### config.mk
export PLATFORM = sky130hd
export DESIGN_NAME = vtb_base_ctrl
export DESIGN_NICKNAME = d
export VERILOG_FILES = /design/src/rtl/vtb_pkg.sv /design/src/rtl/vtb_wr_merge.sv /design/src/rtl/vtb_field_reg.sv /design/src/rtl/vtb_act_ctrl.sv /design/src/rtl/vtb_range_chk.sv /design/src/rtl/vtb_base_ctrl.sv
export SDC_FILE = /design/constraint.sdc
export NUM_CORES = 1
export LEC_CHECK = 0
export CORE_MARGIN = 4
export CORE_UTILIZATION = 38
export CTS_CLUSTER_SIZE = 30
export DETAILED_ROUTE_END_ITERATION = 16
export GPL_TIMING_DRIVEN = 0
export PLACE_DENSITY = 0.81
export SLEW_MARGIN = 25
export SYNTH_ARGS = -nofsm -noshare
export SYNTH_HDL_FRONTEND = slang
export SYNTH_SLANG_ARGS = --single-unit
### constraint.sdc
create_clock -name clk -period 2.25 [get_ports clk]
set_input_delay 0.45 -clock clk [delete_from_list [all_inputs] [get_ports clk]]
set_output_delay 0.45 -clock clk [all_outputs]
set_load 0.01 [all_outputs]
### src/rtl/vtb_pkg.sv
// Package: shared field record, handshake states and fixed bit positions
// for the virtual table base control register.
package vtb_pkg;

    localparam int REG_W      = 64;
    localparam int ADDR_LSB   = 12;
    localparam int ADDR_FLD_W = 40;
    localparam int MIN_IDBITS = 13;

    // Bit positions that the downstream decoders rely on.
    localparam int EN_BIT     = 63;
    localparam int HINT_BIT   = 52;
    localparam int IND_BIT    = 55;

    typedef struct packed {
        logic                  valid;
        logic                  indirect;
        logic [1:0]            page;
        logic [2:0]            outer;
        logic [ADDR_FLD_W-1:0] addr;
        logic [1:0]            share;
        logic [2:0]            inner;
        logic [6:0]            low7;
    } vtb_fields_t;

    typedef enum logic [1:0] {
        ACT_IDLE  = 2'd0,
        ACT_BUSY  = 2'd1,
        ACT_DRAIN = 2'd2
    } act_state_e;

endpackage

### src/rtl/vtb_wr_merge.sv
// Module: vtb_wr_merge
// Purpose: merges a strobed write onto the current read-back image and
// folds reserved codes, producing the next field record and the hint.
// Assumes: cur_rd already reads the hint bit as zero, so the hint seen
// here comes only from a lane being written now.
module vtb_wr_merge
    import vtb_pkg::*;
#(
    parameter int PA_BITS      = 48,
    parameter bit HAS_INDIRECT = 1'b1
) (
    input  logic              legacy,
    input  logic [REG_W-1:0]  cur_rd,
    input  vtb_fields_t       cur,
    input  logic [7:0]        wr_strb,
    input  logic [REG_W-1:0]  wr_data,
    output vtb_fields_t       nxt,
    output logic              hint
);

    localparam int ADDR_W = PA_BITS - ADDR_LSB;
    localparam logic [ADDR_FLD_W-1:0] AMASK = {ADDR_FLD_W{1'b1}} >> (ADDR_FLD_W - ADDR_W);

    logic [REG_W-1:0] lane_mask;
    logic [REG_W-1:0] merged;
    logic             ind_bit;

    // Expand each byte strobe over its eight bits.
    for (genvar i = 0; i < 8; i++) begin : g_lane
        assign lane_mask[8*i +: 8] = {8{wr_strb[i]}};
    end

    // Select whether the two-level table bit is implemented.
    if (HAS_INDIRECT) begin : g_ind
        assign ind_bit = merged[IND_BIT];
    end else begin : g_noind
        assign ind_bit = 1'b0;
    end

    assign merged = (cur_rd & ~lane_mask) | (wr_data & lane_mask);
    assign hint   = merged[HINT_BIT];

    // Decode the merged image into legal field values for either layout.
    always_comb begin
        nxt       = cur;
        nxt.outer = merged[58:56];
        nxt.addr  = merged[51:12] & AMASK;
        nxt.share = (merged[11:10] == 2'b11) ? 2'b00 : merged[11:10];
        nxt.inner = merged[9:7];
        if (legacy) begin
            nxt.low7[4:0] = merged[4:0];
        end else begin
            nxt.valid    = merged[EN_BIT];
            nxt.indirect = ind_bit;
            nxt.page     = (merged[54:53] == 2'b11) ? 2'b10 : merged[54:53];
            nxt.low7     = merged[6:0];
        end
    end

endmodule

### src/rtl/vtb_field_reg.sv
// Module: vtb_field_reg
// Purpose: holds the legalised fields and composes the read-back image
// for the selected layout.
// Assumes: nxt is already legal; this stage only stores it.
module vtb_field_reg
    import vtb_pkg::*;
#(
    parameter int ENTRY_DWORDS = 2
) (
    input  logic             clk,
    input  logic             rst_n,
    input  logic             wr_en,
    input  logic             legacy,
    input  vtb_fields_t      nxt,
    output vtb_fields_t      cur,
    output logic [REG_W-1:0] rd_data
);

    localparam logic [2:0] ESZ = 3'(ENTRY_DWORDS - 1);

    // Capture the next record on a write; clear everything on reset.
    always_ff @(posedge clk) begin
        if (!rst_n) begin
            cur <= '0;
        end else if (wr_en) begin
            cur <= nxt;
        end
    end

    // Build the read-back word; fields absent from a layout read zero.
    always_comb begin
        if (legacy) begin
            rd_data = {5'b0, cur.outer, 4'b0, cur.addr, cur.share,
                       cur.inner, 2'b0, cur.low7[4:0]};
        end else begin
            rd_data = {cur.valid, 1'b0, ESZ, cur.outer, cur.indirect,
                       cur.page, 1'b0, cur.addr, cur.share, cur.inner,
                       cur.low7};
        end
    end

endmodule

### src/rtl/vtb_act_ctrl.sv
// Module: vtb_act_ctrl
// Purpose: turns enable-bit transitions into reload / zero-init requests,
// tracks the outstanding request and reports cancellations.
// Assumes: cur_valid/nxt_valid come from the field store and merge stage
// of the same write; in legacy layout they never differ.
module vtb_act_ctrl
    import vtb_pkg::*;
(
    input  logic clk,
    input  logic rst_n,
    input  logic wr_en,
    input  logic legacy,
    input  logic cur_valid,
    input  logic nxt_valid,
    input  logic hint,
    input  logic done,
    output logic req_reload,
    output logic req_zero,
    output logic req_abort,
    output logic busy,
    output logic err
);

    act_state_e state;
    logic       en_rise;
    logic       en_fall;

    assign en_rise = wr_en && !legacy && !cur_valid &&  nxt_valid;
    assign en_fall = wr_en && !legacy &&  cur_valid && !nxt_valid;
    assign busy    = (state != ACT_IDLE);

    // Sequence requests, completions and cancellations.
    always_ff @(posedge clk) begin
        if (!rst_n) begin
            state      <= ACT_IDLE;
            req_reload <= 1'b0;
            req_zero   <= 1'b0;
            req_abort  <= 1'b0;
            err        <= 1'b0;
        end else begin
            req_reload <= 1'b0;
            req_zero   <= 1'b0;
            req_abort  <= 1'b0;
            unique case (state)
                ACT_IDLE: begin
                    if (en_rise) begin
                        req_reload <= !hint;
                        req_zero   <= hint;
                        state      <= ACT_BUSY;
                    end
                end
                ACT_BUSY: begin
                    if (done) begin
                        state <= ACT_IDLE;
                    end else if (en_fall) begin
                        req_abort <= 1'b1;
                        err       <= 1'b1;
                        state     <= ACT_DRAIN;
                    end
                end
                ACT_DRAIN: begin
                    if (done) begin
                        state <= ACT_IDLE;
                    end
                end
                default: state <= ACT_IDLE;
            endcase
        end
    end

endmodule

### src/rtl/vtb_range_chk.sv
// Module: vtb_range_chk
// Purpose: flags a virtual interrupt ID that the legacy ID width cannot
// reach, or every ID when that width is below the minimum.
// Assumes: purely combinational; idbits holds width minus one.
module vtb_range_chk
    import vtb_pkg::*;
#(
    parameter int IDW = 32
) (
    input  logic           legacy,
    input  logic [4:0]     idbits,
    input  logic [IDW-1:0] id,
    output logic           oor
);

    logic [IDW:0] id_ext;
    logic [5:0]   width;
    logic         too_narrow;
    logic         beyond;

    // Compare the ID against 2^(idbits+1) by shifting out the legal bits.
    always_comb begin
        id_ext     = {1'b0, id};
        width      = {1'b0, idbits} + 6'd1;
        too_narrow = (idbits < 5'(MIN_IDBITS));
        beyond     = ((id_ext >> width) != '0);
        oor        = legacy && (too_narrow || beyond);
    end

endmodule

### src/rtl/vtb_base_ctrl.sv
// Module: vtb_base_ctrl (top)
// Purpose: 64-bit table base control register with byte-strobed writes,
// reserved-code folding, activation handshake and legacy range check.
// Assumes: single clock, synchronous active-low reset, rd_data is a
// combinational view of the stored state.
module vtb_base_ctrl
    import vtb_pkg::*;
#(
    parameter int PA_BITS      = 48,
    parameter int ENTRY_DWORDS = 2,
    parameter bit HAS_INDIRECT = 1'b1,
    parameter int IDW          = 32
) (
    input  logic               clk,
    input  logic               rst_n,
    input  logic               legacy_mode,
    input  logic               wr_en,
    input  logic [7:0]         wr_strb,
    input  logic [63:0]        wr_data,
    output logic [63:0]        rd_data,
    output logic               act_reload,
    output logic               act_zero,
    output logic               act_abort,
    input  logic               act_done,
    output logic               busy,
    output logic               abort_err,
    output logic               tbl_valid,
    output logic [PA_BITS-1:0] tbl_base,
    input  logic [IDW-1:0]     lookup_id,
    output logic               lookup_oor
);

    localparam int ADDR_W = PA_BITS - ADDR_LSB;

    vtb_fields_t cur;
    vtb_fields_t nxt;
    logic        hint;

    vtb_wr_merge #(
        .PA_BITS      (PA_BITS),
        .HAS_INDIRECT (HAS_INDIRECT)
    ) u_merge (
        .legacy  (legacy_mode),
        .cur_rd  (rd_data),
        .cur     (cur),
        .wr_strb (wr_strb),
        .wr_data (wr_data),
        .nxt     (nxt),
        .hint    (hint)
    );

    vtb_field_reg #(
        .ENTRY_DWORDS (ENTRY_DWORDS)
    ) u_store (
        .clk     (clk),
        .rst_n   (rst_n),
        .wr_en   (wr_en),
        .legacy  (legacy_mode),
        .nxt     (nxt),
        .cur     (cur),
        .rd_data (rd_data)
    );

    vtb_act_ctrl u_act (
        .clk        (clk),
        .rst_n      (rst_n),
        .wr_en      (wr_en),
        .legacy     (legacy_mode),
        .cur_valid  (cur.valid),
        .nxt_valid  (nxt.valid),
        .hint       (hint),
        .done       (act_done),
        .req_reload (act_reload),
        .req_zero   (act_zero),
        .req_abort  (act_abort),
        .busy       (busy),
        .err        (abort_err)
    );

    vtb_range_chk #(
        .IDW (IDW)
    ) u_range (
        .legacy (legacy_mode),
        .idbits (cur.low7[4:0]),
        .id     (lookup_id),
        .oor    (lookup_oor)
    );

    assign tbl_valid = cur.valid;
    assign tbl_base  = {cur.addr[ADDR_W-1:0], {ADDR_LSB{1'b0}}};

endmodule

==> run metrics <==
status complete, but fails checks; failing checks negative setup slack; htree depth 3; Num CTS Buffers 9; # diodes 0; final hold violations 0; post-route ant nets 0; Post-synth EDFFs 0; WP buf/inv 4; Max Fclk 390.6 MHz; Die Ht about 110 um; grt met1 use 0.2356; DRC viols 0; Vias 3918; most frequent cells in the layout clkdlybuf4s50_1, buf_4, nand2_1; placed cell area 5839 um^2; register area share after synthesis 0.3231; Yosys top cell area share 0.3231; WP data arrival ~2.1 ns; DPL Wire Length 9336 um; max incr delay on CP 0.50 ns; top cell type by total area after synthesis dfxtp_1; Skew-Pair Late Insertion Delay 0.33 ns; placed insts 799; Mean Syn Cell Area roughly 8.1 um^2; site row count 36; clock transition time at the flip-flop clock pins of the worst setup and hold paths 0.07 ns; Fin Hold WS between 0.4 and 0.5 ns; Max Root-Sink Buffers 2; Cell Chain, Critical Path clkdlybuf4s50_1, inv_1, a32oi_2, buf_4, nand3_1, nand3_2, o32ai_1, a31oi_1, buf_2; CP required about 1.8 ns; Final WS setup -0.3100 ns; GRT met3 Usage 0.05279; WL/cell 14.58 um; GRT met2 Usage 0.3481; Max Fanout on Critical Path 3; Leak Pwr 0.002502 uW; shortest period the worst path allows 2.560 ns; Pwr Total 2884 uW; Max-cap violations 0; core area 9729 um^2; Final Cycle Share 1.138; antenna violations before repair 0; Post-synth ARST share 0; hold crit path type reg -> reg; share of cells above drive strength 1 0.2355; Top Usage Layer GRT met2; number of I/O port buffers 182; Mapped Cells 465; vias in the first global route approximately 4100; DP Worst Slack -0.9613 ns; Clock Tree Root clkbuf_8; Starting Density 0.3885; io pins between 200 and 250; clock skew 0.01015 ns; Starting DRT DRC Count 117; nature of the critical path startpoint input pin; pin count of the biggest net entering global routing 11; Worst Setup Path Type in -> out; Yosys reg bits 61; first-pass GRT wire length 19010 um; Finished Cell Area approximately 6200 um^2; TritonCTS clock tree yes; GPL Wtd Cong around 0.86; synth unique cells 48; routed vias/inst 4.772; die width roughly 110 um; First-pass DRT Iterations 4; crit-path leading delay family buffers and inverters; Synth Cell Area approximately 3800 um^2; Synth Flop Type dfxtp_1; synth top area cells dfxtp_1, buf_4, a21boi_0; Setup Viol. Count Final 1; slowest CP cell clkdlybuf4s50_1; Final #Nets 793; routed wire length 11970 um; hold bufs inserted after CTS 0; Synthesis Warnings 0; RSZ-0062 raised after global routing yes; Max Slew Vio Count 0; Die ar. about 12000 um^2; power per cell area approximately 470 nW/um^2; Non-Filler Instances 821; commonest non-fill, non-tap cell in the layout clkdlybuf4s50_1; GRT Total Usage 0.2030; clock net sink count 61; Worst setup EP type output pin; Worst VDD drop 0.0002688 V; area growth from synthesis to layout 63.69%; total congestion overflow 0; Fill cells 835
## repair_timing
item,4_1_cts,5_1_grt
buffers inserted,6,1
pin swaps,12,3
resized for setup,32,12
setup endpoints to repair,5,11
## synthesized netlist by cell type (2+ instances only)
cell type,n
buf_4,105
nand2_1,65
dfxtp_1,61
nand3_1,54
a21boi_0,53
clkbuf_1,16
nor2b_1,12
nor2_1,10
a21oi_1,8
inv_1,7
mux2i_1,7
buf_6,4
nand2b_1,4
nor3b_1,4
a32oi_1,3
buf_2,3
nor3_1,3
nor4_1,3
o211ai_1,3
o21ai_0,3
or2_1,3
a211oi_1,2
a21o_1,2
a221oi_1,2
a22o_1,2
o21a_1,2
o311a_1,2
or2_0,2
## power by group
part	internal (uW)	switching (uW)	total [uW]
Clock	562	412	974
Combinational	450	300	750
Sequential	1120	36.8	1160
Total	2140	748	2880
## stage by stage
stage / utilization / setup TNS, ns
6_report: 0.6359 / -0.3100
5_1_grt: 0.6359 / -0.4413
4_1_cts: 0.6298 / -0.2860
3_5_place_dp: 0.6002 / -3.337
3_3_place_gp: 0.6002 / -3.028
2_1_floorplan: - / 0
## layer usage
metal  wire [um]  share of wire  vias to the layer above
li1            -              -                     1897
met1        4742           0.40                     1809
met2        5816           0.49                      175
met5           0              0                        -
met4         450          0.038                        0
met3         958          0.080                       37
## layout make-up
| class | instances | area [um^2] | area share |
|---|---|---|---|
| plain buffers | 129 | 917.1 | 0.1482 |
| clock buffers | 11 | 151.4 | 0.02447 |
| clock inverters | 4 | 47.55 | 0.007685 |
| inverters | 8 | 32.53 | 0.005258 |
| multi-input cells | 286 | 1760 | 0.2845 |
| flip-flops and latches | 61 | 1226 | 0.1982 |
| well taps | 133 | 166.4 | 0.02690 |
| repair buffers | 189 | 1886 | 0.3048 |
## worst paths after layout
kind                                     start        endpoint  slack (ns)  depth (start not counted)
worst max-delay path             lookup_id[24]      lookup_oor       -0.31                          9
worst min-delay path                 u_act.err       u_act.err        0.46                          1
worst max register to register  u_act.state[1]  u_act.req_zero        1.19                          3
worst min register to register       u_act.err       u_act.err        0.46                          1
## cells by family after synthesis
family                 synth area share
and+or+nand+nor                  0.2125
buffers and inverters            0.2499
AOI/OAI and AO/OA                0.1844
DFF                              0.3231
muxes                           0.02913
other                         0.0009921
## worst register-to-register path: cells and delay by family, from the launching register on
kind	cells	cell delay, ns
DFF	1	0.33
and+or+nand+nor	3	0.68
(Power assumes the default switching activity.)
